`src/rtl/srf_pkg.sv`:
```
package srf_pkg;
    localparam int SRF_STATE_W = 3;

    typedef enum logic [SRF_STATE_W-1:0] {
        ST_OFF    = 3'd0,
        ST_IDLE   = 3'd1,
        ST_ENTER  = 3'd2,
        ST_ACTIVE = 3'd3,
        ST_SFU    = 3'd4,
        ST_EXIT   = 3'd5
    } srf_state_e;
endpackage

```
`src/rtl/srf_ctl_regs.sv`:
```
module srf_ctl_regs #(
    parameter int MODE_W = 2
) (
    input  logic              clk,
    input  logic              rst_n,
    input  logic              wr_en,
    input  logic              wr_enable,
    input  logic              wr_entry,
    input  logic              wr_sfu,
    input  logic              wr_xmit,
    input  logic [MODE_W-1:0] wr_mode,
    input  logic              arrive_active_i,
    output logic              enable_o,
    output logic              entry_o,
    output logic              sfu_o,
    output logic              xmit_o,
    output logic [MODE_W-1:0] mode_o
);
    typedef struct packed {
        logic              enable;
        logic              entry;
        logic              sfu;
        logic              xmit;
        logic [MODE_W-1:0] mode;
    } ctl_t;

    ctl_t ctl_d, ctl_q;

    always_comb begin
        ctl_d = ctl_q;
        if (arrive_active_i) begin
            ctl_d.sfu = 1'b0;
        end
        if (wr_en) begin
            if (wr_enable) begin
                ctl_d.enable = 1'b1;
                ctl_d.entry  = wr_entry;
                ctl_d.xmit   = wr_xmit;
                ctl_d.mode   = wr_mode;
                if (wr_sfu) begin
                    ctl_d.sfu = 1'b1;
                end
            end else begin
                ctl_d = '0;
            end
        end
    end

    always_ff @(posedge clk) begin
        if (!rst_n) begin
            ctl_q <= '0;
        end else begin
            ctl_q <= ctl_d;
        end
    end

    assign enable_o = ctl_q.enable;
    assign entry_o  = ctl_q.entry;
    assign sfu_o    = ctl_q.sfu;
    assign xmit_o   = ctl_q.xmit;
    assign mode_o   = ctl_q.mode;

    // a disabling write zeroes every field together
    a_r8_disable_clears: assert property (@(posedge clk) disable iff (!rst_n)
        wr_en && !wr_enable |=> !enable_o && !entry_o && !sfu_o && !xmit_o && mode_o == '0);

    // the single-frame request drops on arrival in the active state
    a_r7_sfu_selfclear: assert property (@(posedge clk) disable iff (!rst_n)
        arrive_active_i && !wr_en |=> !sfu_o);
endmodule

```
`src/rtl/srf_fsm.sv`:
```
module srf_fsm
    import srf_pkg::*;
#(
    parameter int          MODE_W       = 2,
    parameter int unsigned MODE_SWTIMER = 1
) (
    input  logic              clk,
    input  logic              rst_n,
    input  logic              enable_i,
    input  logic              entry_i,
    input  logic              sfu_i,
    input  logic              xmit_i,
    input  logic [MODE_W-1:0] mode_i,
    input  logic              frame_tick_i,
    input  logic              wake_ack_i,
    output srf_state_e        state_o,
    output logic              arrive_active_o
);
    typedef struct packed {
        srf_state_e st;
        logic       woke;
    } fsm_t;

    fsm_t fsm_d, fsm_q;

    always_comb begin
        fsm_d = fsm_q;
        if (!enable_i) begin
            fsm_d.st = ST_OFF;
        end else begin
            unique case (fsm_q.st)
                ST_OFF: begin
                    if (mode_i == MODE_W'(MODE_SWTIMER) && xmit_i) fsm_d.st = ST_IDLE;
                end
                ST_IDLE: begin
                    if (entry_i) fsm_d.st = ST_ENTER;
                end
                ST_ENTER: begin
                    if (!entry_i)          fsm_d.st = ST_EXIT;
                    else if (frame_tick_i) fsm_d.st = ST_ACTIVE;
                end
                ST_ACTIVE: begin
                    if (!entry_i)   fsm_d.st = ST_EXIT;
                    else if (sfu_i) fsm_d.st = ST_SFU;
                end
                ST_SFU: begin
                    if (!entry_i)          fsm_d.st = ST_EXIT;
                    else if (frame_tick_i) fsm_d.st = ST_ACTIVE;
                end
                ST_EXIT: begin
                    if (frame_tick_i && (fsm_q.woke || wake_ack_i)) fsm_d.st = ST_IDLE;
                end
                default: fsm_d.st = ST_OFF;
            endcase
        end
        fsm_d.woke = (fsm_d.st == ST_EXIT) &&
                     (fsm_q.woke || (fsm_q.st == ST_EXIT && wake_ack_i));
    end

    always_ff @(posedge clk) begin
        if (!rst_n) begin
            fsm_q <= '{st: ST_OFF, woke: 1'b0};
        end else begin
            fsm_q <= fsm_d;
        end
    end

    assign state_o         = fsm_q.st;
    assign arrive_active_o = (fsm_d.st == ST_ACTIVE) && (fsm_q.st != ST_ACTIVE);

    // disabled means off after the next edge
    a_r9_forced_off: assert property (@(posedge clk) disable iff (!rst_n)
        !enable_i |=> state_o == ST_OFF);

    // off can only lead to inactive
    a_r2_off_exit: assert property (@(posedge clk) disable iff (!rst_n)
        state_o == ST_OFF |=> (state_o == ST_OFF || state_o == ST_IDLE));

    // entering settles to active on a frame pulse
    a_r3_auto_settle: assert property (@(posedge clk) disable iff (!rst_n)
        enable_i && entry_i && state_o == ST_ENTER && frame_tick_i |=> state_o == ST_ACTIVE);

    // withdrawn entry in active skips straight to exit
    a_r4_skip_sfu: assert property (@(posedge clk) disable iff (!rst_n)
        enable_i && !entry_i && state_o == ST_ACTIVE |=> state_o == ST_EXIT);

    // exit holds until a frame pulse
    a_r5_exit_hold: assert property (@(posedge clk) disable iff (!rst_n)
        enable_i && state_o == ST_EXIT && !frame_tick_i |=> state_o == ST_EXIT);
endmodule

```
`src/rtl/srf_status.sv`:
```
module srf_status
    import srf_pkg::*;
(
    input  logic       clk,
    input  logic       rst_n,
    input  srf_state_e state_i,
    output logic       in_trans_o,
    output logic       active_o
);
    always_comb begin
        in_trans_o = (state_i == ST_ENTER) || (state_i == ST_SFU) || (state_i == ST_EXIT);
        active_o   = (state_i == ST_ACTIVE) || (state_i == ST_SFU);
    end

    // both flags together only in the single-frame state
    a_r1_flag_overlap: assert property (@(posedge clk) disable iff (!rst_n)
        in_trans_o && active_o |-> state_i == ST_SFU);
endmodule

```
`src/rtl/selfrefresh_ctrl.sv`:
```
module selfrefresh_ctrl
    import srf_pkg::*;
#(
    parameter int          MODE_W       = 2,
    parameter int unsigned MODE_SWTIMER = 1
) (
    input  logic                   clk,
    input  logic                   rst_n,
    input  logic                   wr_en,
    input  logic                   wr_enable,
    input  logic                   wr_entry,
    input  logic                   wr_sfu,
    input  logic                   wr_xmit,
    input  logic [MODE_W-1:0]      wr_mode,
    input  logic                   frame_tick,
    input  logic                   wake_ack,
    output logic                   ctl_enable,
    output logic                   ctl_entry,
    output logic                   ctl_sfu,
    output logic                   ctl_xmit,
    output logic [MODE_W-1:0]      ctl_mode,
    output logic [SRF_STATE_W-1:0] state_code,
    output logic                   in_transition,
    output logic                   sr_active
);
    srf_state_e cur_state;
    logic       arrive_active;

    srf_ctl_regs #(.MODE_W(MODE_W)) u_regs (
        .clk             (clk),
        .rst_n           (rst_n),
        .wr_en           (wr_en),
        .wr_enable       (wr_enable),
        .wr_entry        (wr_entry),
        .wr_sfu          (wr_sfu),
        .wr_xmit         (wr_xmit),
        .wr_mode         (wr_mode),
        .arrive_active_i (arrive_active),
        .enable_o        (ctl_enable),
        .entry_o         (ctl_entry),
        .sfu_o           (ctl_sfu),
        .xmit_o          (ctl_xmit),
        .mode_o          (ctl_mode)
    );

    srf_fsm #(.MODE_W(MODE_W), .MODE_SWTIMER(MODE_SWTIMER)) u_fsm (
        .clk             (clk),
        .rst_n           (rst_n),
        .enable_i        (ctl_enable),
        .entry_i         (ctl_entry),
        .sfu_i           (ctl_sfu),
        .xmit_i          (ctl_xmit),
        .mode_i          (ctl_mode),
        .frame_tick_i    (frame_tick),
        .wake_ack_i      (wake_ack),
        .state_o         (cur_state),
        .arrive_active_o (arrive_active)
    );

    srf_status u_status (
        .clk        (clk),
        .rst_n      (rst_n),
        .state_i    (cur_state),
        .in_trans_o (in_transition),
        .active_o   (sr_active)
    );

    assign state_code = cur_state;
endmodule

```
`config.mk`:
```
export PLATFORM = sky130hd
export DESIGN_NAME = selfrefresh_ctrl
export DESIGN_NICKNAME = d
export VERILOG_FILES = /design/src/rtl/srf_pkg.sv /design/src/rtl/srf_ctl_regs.sv /design/src/rtl/srf_fsm.sv /design/src/rtl/srf_status.sv /design/src/rtl/selfrefresh_ctrl.sv
export SDC_FILE = /design/constraint.sdc
export NUM_CORES = 1
export LEC_CHECK = 0
export CAP_MARGIN = 30
export CORE_AREA = 10 10 49 51
export CTS_CLUSTER_DIAMETER = 30
export DETAILED_ROUTE_END_ITERATION = 12
export DIE_AREA = 0 0 59 61
export GPL_TIMING_DRIVEN = 0
export PLACE_DENSITY_LB_ADDON = 0.3
export SLEW_MARGIN = 20
export SYNTH_ARGS = -nofsm -noshare
export SYNTH_HDL_FRONTEND = slang
export SYNTH_HIERARCHICAL = 1
export SYNTH_SLANG_ARGS = --single-unit
```
`constraint.sdc`:
```
create_clock -name clk -period 5.3 [get_ports clk]
set_clock_uncertainty 0.15 [all_clocks]
set_input_delay 0.795 -clock clk [delete_from_list [all_inputs] [get_ports clk]]
set_output_delay 0.795 -clock clk [all_outputs]
set_load 0.005 [all_outputs]
```
==> results of run 1 <==
-- through the flow --
| step | cells | instance area [sq um] | hold slack (ns) |
|---|---|---|---|
| 2_1_floorplan | 75 | 644 | 0.320 |
| 3_3_place_gp | 112 | 875 | 0.322 |
| 3_5_place_dp | 112 | 875 | 0.325 |
| 4_1_cts | 116 | 911 | 0.335 |
| 5_1_grt | 116 | 911 | 0.360 |
| 6_report | 116 | 911 | 0.335 |
-- cell families after synthesis --
kind of cell | count (synthesis)
simple gates | 37
compound gates | 17
flops | 10
buf+inv | 9
mux | 2
-- cells in the final DEF, fill, tap and decap left out --
master / n
clkbuf_4: 3
dfxtp_1: 10
and3_1: 2
clkbuf_8: 1
a21o_2: 1
inv_2: 1
nand3_1: 6
o21ai_0: 3
and4bb_4: 1
o41ai_2: 1
nand4bb_1: 1
nor3b_1: 1
buf_6: 3
nor4_2: 1
buf_4: 4
nand2b_1: 8
a31oi_1: 1
nand2_1: 6
o221a_1: 1
clkdlybuf4s50_1: 21
o22ai_1: 1
or2b_1: 1
o21ai_1: 1
mux2_4: 1
inv_1: 1
a21oi_1: 7
mux2i_1: 1
nor2_1: 6
a221oi_2: 1
nor3_1: 2
nor3b_2: 1
nor2b_4: 1
-- state kept, by name (all words and copies together), names as in the netlist --
| register | flops |
|---|---|
| u_fsm/state_o | 3 |
| u_regs/mode_o | 2 |
| u_fsm/fsm_q | 1 |
| u_regs/enable_o | 1 |
| u_regs/entry_o | 1 |
| u_regs/xmit_o | 1 |
| u_regs/sfu_o | 1 |
-- tightest hold or removal path, delay by kind of cell (launching register included) --
| family | cells | cell delay (ns) |
|---|---|---|
| flip-flops | 1 | 0.32 |
| AND/OR/NAND/NOR | 1 | 0.07 |
| AO/OA/AOI/OAI | 1 | 0.05 |
-- worst max path at each step --
stage / endpoint / slack (ns) / cells past startpoint / start
global placement: u_regs/sfu_o / 2.78 / 7 / frame_tick
detailed placement: u_regs/sfu_o / 2.79 / 7 / frame_tick
global route: in_transition / 2.71 / 4 / u_fsm/state_o[0]
finish: in_transition / 2.80 / 4 / u_fsm/state_o[0]
CTS: in_transition / 2.79 / 4 / u_fsm/state_o[0]
floorplan: u_regs/sfu_o / 3.41 / 6 / frame_tick
-- cell type report --
cell class	instances	share of cell area
Multi-Input combinational cell	56	0.409
Timing Repair Buffer	21	0.231
Sequential cell	10	0.220
Buffer	7	0.0701
Clock buffer	4	0.0398
Tap cell	16	0.0220
Inverter	2	0.00824
-- metal layers --
metal  global-route usage  share of wire  vias to the layer above
met5                    0              0                        -
met4               0.0393         0.0097                        0
met3               0.0501           0.11                        2
met2                0.134           0.45                       27
met1               0.0794           0.43                      279
li1                     -              -                      312
-- where the power goes --
part | internal (mW) | switching (mW) | leakage, nW
Combinational | 0.0138 | 0.00729 | 0.221
Clock | 0.0418 | 0.0301 | 0.0210
Sequential | 0.0771 | 0.00213 | 0.0813
==> metrics.md, run 1 <==
| Metric | Value |
|---|---|
| Status | `finished clean` |
| Post-route ant nets | `0` |
| Post-Synthesis Net Count | `86` |
| Share of cells above drive strength 1 | `0.200` |
| Vias in the first global route | `560` |
| Final Slew Violations | `0` |
| 1st-iter DRT viols | `11` |
| Synthesized instance count | `75` |
| First-pass GRT wire length | `2320 um` |
| R2r startpoint | `u_fsm/state_o[2]` |
| Clock sink total | `10` |
| Nets | `112` |
| Worst-path cell chain | `buf_4, nor2_1, mux2_4, clkdlybuf4s50_1` |
| Yosys warns | `6` |
| CORE AREA | `0.00147 sq mm` |
| Adder-cell area share of the yosys netlist | `0` |
| Initial antenna violation count | `0` |
| Mux cell area share after synthesis | `0.0388` |
| Clock transition at path regs | `0.07 ns` |
| Detailed-route wire length | `1450 um` |
| IO Pins | `22` |
| Setup repair bufs after CTS | `0` |
| Hold Fails Final Rpt | `0` |
| Complex-gate fraction of the synthesized area | `0.184` |
| Yosys cell types | `29` |
| FF-to-FF End | `u_regs/sfu_o` |
| Footprint of the multi-input gates | `373 sq um` |
| Worst setup margin | `2.80 ns` |
| Grt total ovfl | `0` |
| Post-CTS Resized | `0` |
| Die width | `59 um` |
| CP max FO | `4` |
| Critical-path top delay cell | `clkdlybuf4s50_1` |
| FF-to-FF setup slack | `3.41 ns` |
| Startpoint Class | `flop` |
| Setup-failing EPs final | `0` |
| Via density | `5.34` |
| CP top delay family | `buffers and inverters` |
| GP Congestion | `0.751` |
| Max Cap Viol | `0` |
| Most frequent cell after synthesis | `dfxtp_1` |
| Post-synthesis sequential area ratio | `0.311` |
| Min Clock Period, post-route | `2.50 ns` |
| Flops & latches, synth | `10` |
| Worst hold path startpoint | `u_regs/mode_o[1]` |
| Hold Crit Class | `flop to flop` |
| Initial Util | `0.438` |
| Total number of vias | `620` |
| Post-synth ARST share | `0` |
| Number of fill cells in the layout | `139` |
| Hold EP | `u_regs/mode_o[1]` |
| Post-layout util | `0.619` |
| EDFF count, synth | `0` |
| Lkg Pwr | `0.323 nW` |
| ANT cells | `0` |
| Final Total Pwr | `172 uW` |
| Arrival @ worst endpoint | `1.55 ns` |
| Largest area contributor in the netlist | `dfxtp_1` |
| Clk buf depth | `2` |
| Clock Latency Late Sink | `0.27 ns` |
| Synth Flop Type | `dfxtp_1` |
| Root Buffer | `clkbuf_4` |
| Peak VDD IR | `111 uV` |
| CP endpoint kind | `primary output` |
| Post-Synth Simple-Gate Area | `0.355` |
| Synthesized area per cell | `8.59 sq um` |
| Fmax | `0.400 GHz` |
| DIE HEIGHT | `61 um` |
| Synth Area in XOR/XNOR | `0` |
| Crit path kind | `flop to primary output` |
| CTS H-tree lvls | `1` |
| CP max stage delay | `0.45 ns` |
| Die area | `0.00360 sq mm` |
| Synth-to-Final Area Change | `41.4%` |
| Pin count of the biggest net entering global routing | `11` |
| Area fraction of the dominant cell type after synthesis | `0.311` |
| Worst hold path cell count | `2` |
| RSZ-0062 raised after global routing | `false` |
| Slew HR | `0.728` |
| Site Rows | `14` |
| Largest family of logic cells by synthesized area | `simple AND/OR/NAND/NOR gates` |
| Setup TNS | `0 ns` |
| Synth top area cells | `dfxtp_1 (31%), nand2b_1 (7.8%), a21oi_1 (5.4%)` |
| DR DRC count | `0` |
| Gr usage total | `0.0812` |
| Register area | `200 sq um` |
| Worst path bufs/invs | `2` |
| Period utilization | `0.471` |
| Post-Syn Area | `644 sq um` |
| CTS tree | `yes` |
| Pwr Density | `189 mW/mm^2` |
| Post-detailed-route wirelength per cell | `12.5 um` |
| Reg2Reg Depth | `7` |
| Cts hold-fix bufs | `0` |
| Worst slew pin tran | `0.404 ns` |
| Commonest cells in the netlist | `dfxtp_1 (10), nand2b_1 (8), a21oi_1 (7)` |
| Final HPWL DP | `1130 um` |
| WP data required | `4.36 ns` |
| TritonCTS Buffers | `3` |
| Initial DRT Pass Iterations | `4` |
| Port Buffers | `21` |
| Pre-CTS setup slack | `2.79 ns` |
(Power assumes the default switching activity.)
==> run 2: changes to the inputs <==
--- a/config.mk
+++ b/config.mk
@@ -6,10 +6,10 @@
 export NUM_CORES = 1
 export LEC_CHECK = 0
 export CAP_MARGIN = 30
-export CORE_AREA = 10 10 49 51
+export CORE_AREA = 10 10 50 52
 export CTS_CLUSTER_DIAMETER = 30
 export DETAILED_ROUTE_END_ITERATION = 12
-export DIE_AREA = 0 0 59 61
+export DIE_AREA = 0 0 60 62
 export GPL_TIMING_DRIVEN = 0
 export PLACE_DENSITY_LB_ADDON = 0.3
 export SLEW_MARGIN = 20
==> constraint.sdc (replaced) <==
create_clock -name clk -period 2.3 [get_ports clk]
set_clock_uncertainty 0.15 [all_clocks]
set_input_delay 0.345 -clock clk [delete_from_list [all_inputs] [get_ports clk]]
set_output_delay 0.345 -clock clk [all_outputs]
set_load 0.005 [all_outputs]
==> metrics.md, run 2 (synthesis gave the netlist of run 1 again) <==
| Metric | Value |
|---|---|
| Total number of vias | `622` |
| Worst hold path cell count | `2` |
| Share of cells above drive strength 1 | `0.200` |
| Largest register FFs | `3` |
| 1st-iter DRT viols | `17` |
| Synth-to-Final Area Change | `41.6%` |
| Met2 WL | `748 um` |
| Clk buf depth | `2` |
| Post-CTS Resized | `0` |
| Root Buffer | `clkbuf_4` |
| Peak VDD IR | `295 uV` |
| Arrival @ worst endpoint | `1.52 ns` |
| Initial Util | `0.399` |
| CTS tree | `yes` |
| Reg2Reg Depth | `7` |
| RSZ-0062 raised after global routing | `false` |
| Clk pwr share | `0.411` |
| Cts hold-fix bufs | `0` |
| Nets | `112` |
| WP data required | `1.80 ns` |
| Gr usage total | `0.0841` |
| Detailed-route wire length | `1500 um` |
| Die area | `0.00372 sq mm` |
| Most common cell after layout, fill and taps aside | `clkdlybuf4s50_1` |
| FF-to-FF setup slack | `0.41 ns` |
| GP Congestion | `0.712` |
| Initial antenna violation count | `0` |
| Final Total Pwr | `394 uW` |
| Min Hold Slack | `0.347 ns` |
| Top Layer Used | `met3` |
| CTS H-tree lvls | `1` |
| Clock Latency Late Sink | `0.26 ns` |
| Post-layout util | `0.565` |
| Sw Share | `0.225` |
| Crit path kind | `flop to primary output` |
| DR DRC count | `0` |
| Slew HR | `0.723` |
| IO Pins | `22` |
| TritonCTS Buffers | `3` |
| Port Buffers | `21` |
| CP max FO | `4` |
| Worst slew pin tran | `0.411 ns` |
| Setup repair bufs after CTS | `0` |
| Via density | `5.32` |
| Hold Crit Class | `flop to flop` |
| Pwr Density | `432 mW/mm^2` |
| FF-to-FF End | `u_regs/sfu_o` |
| Pin count of the biggest net entering global routing | `11` |
| Pint | `306 uW` |
| Initial DRT Pass Iterations | `5` |
| DIE HEIGHT | `62 um` |
| CORE AREA | `0.00161 sq mm` |
| Setup-failing EPs final | `0` |
| Fmax | `0.497 GHz` |
| CP endpoint kind | `primary output` |
| ANT cells | `0` |
| Lkg Pwr | `0.323 nW` |
| Max Cap Viol | `0` |
| Period utilization | `0.874` |
| Final HPWL DP | `1160 um` |
| Clock transition at path regs | `0.07 ns` |
| Switching power | `88.5 uW` |
| Vias in the first global route | `600` |
| Worst hold path startpoint | `u_regs/mode_o[1]` |
| Comb pwr share | `0.125` |
| Setup TNS | `0 ns` |
| Hold Fails Final Rpt | `0` |
| Post-detailed-route wirelength per cell | `12.9 um` |
| Hold EP | `u_regs/mode_o[1]` |
| Grt total ovfl | `0` |
| Clock sink total | `10` |
| Die width | `60 um` |
| Min Clock Period, post-route | `2.01 ns` |
| Sequential power share | `0.464` |
| Met1 WL | `637 um` |
| Status | `finished clean` |
| Post-route ant nets | `0` |
| R2r startpoint | `u_fsm/state_o[2]` |
| Pre-CTS setup slack | `0.241 ns` |
| Site Rows | `15` |
| Startpoint Class | `flop` |
| First-pass GRT wire length | `2480 um` |
| Most frequent cells in the layout | `clkdlybuf4s50_1 (21), dfxtp_1 (10), nand2b_1 (8), a21oi_1 (7)` |
| Final Slew Violations | `0` |
| Worst setup margin | `0.289 ns` |
| Met3 Wirelength | `118 um` |
[run 2: power by group through the flow]
stage / clock network (mW) / registers [mW] / logic (mW)
after global routing: 0.176 / 0.184 / 0.0532
after CTS: 0.166 / 0.183 / 0.0495
after detailed placement: 0 / 0.187 / 0.0492
after global placement: 0 / 0.187 / 0.0488
after floorplan: 0 / 0.186 / 0.0173
final: 0.162 / 0.183 / 0.0493
[run 2: worst max-delay path by stage]
stage / from / endpoint / slack [ns] / cells past startpoint
2_1_floorplan: u_fsm/state_o[2] / u_regs/sfu_o / 0.56 / 7
3_3_place_gp: frame_tick / u_regs/sfu_o / 0.23 / 7
3_5_place_dp: frame_tick / u_regs/sfu_o / 0.24 / 7
4_1_cts: u_fsm/state_o[1] / in_transition / 0.27 / 3
5_1_grt: u_fsm/state_o[0] / sr_active / 0.16 / 4
6_report: u_fsm/state_o[0] / sr_active / 0.29 / 4
[run 2: layout make-up]
type                            count  area, sq um
Inverter                            2         7.51
Multi-Input combinational cell     56          373
Tap cell                           17         21.3
Buffer                              7         63.8
Fill cell                         157          702
Sequential cell                    10          200
Timing Repair Buffer               21          210
Clock buffer                        4         36.3
[run 2: metrics by stage]
| stage | instance area [sq um] | std cells |
|---|---|---|
| floorplan | 644 | 75 |
| global placement | 876 | 113 |
| detailed placement | 876 | 113 |
| CTS | 912 | 117 |
| global route | 912 | 117 |
| finish | 912 | 117 |
[run 2: worst max-delay path, cell delays in order, from the launching register on]
cell	delay, ns
dfxtp_1	0.34
buf_4	0.15
nand2b_1	0.13
o22ai_1	0.12
clkdlybuf4s50_1	0.52
[run 2: layer usage]
layer / GRT usage / vias up
met1: 0.0912 / 285
met5: 0 / -
li1: - / 315
met3: 0.0305 / 0
met4: 0.0481 / 0
met2: 0.138 / 22
==> run 3: changes to the inputs <==
--- a/config.mk
+++ b/config.mk
@@ -5,11 +5,13 @@
 export SDC_FILE = /design/constraint.sdc
 export NUM_CORES = 1
 export LEC_CHECK = 0
+export ABC_CLOCK_PERIOD_IN_PS = 2300
 export CAP_MARGIN = 30
 export CORE_AREA = 10 10 50 52
 export CTS_CLUSTER_DIAMETER = 30
 export DETAILED_ROUTE_END_ITERATION = 12
 export DIE_AREA = 0 0 60 62
+export GPL_ROUTABILITY_DRIVEN = 0
 export GPL_TIMING_DRIVEN = 0
 export PLACE_DENSITY_LB_ADDON = 0.3
 export SLEW_MARGIN = 20
==> results of run 3 <==
Same layout as run 2: the final DEF is identical, and so are final timing and power.
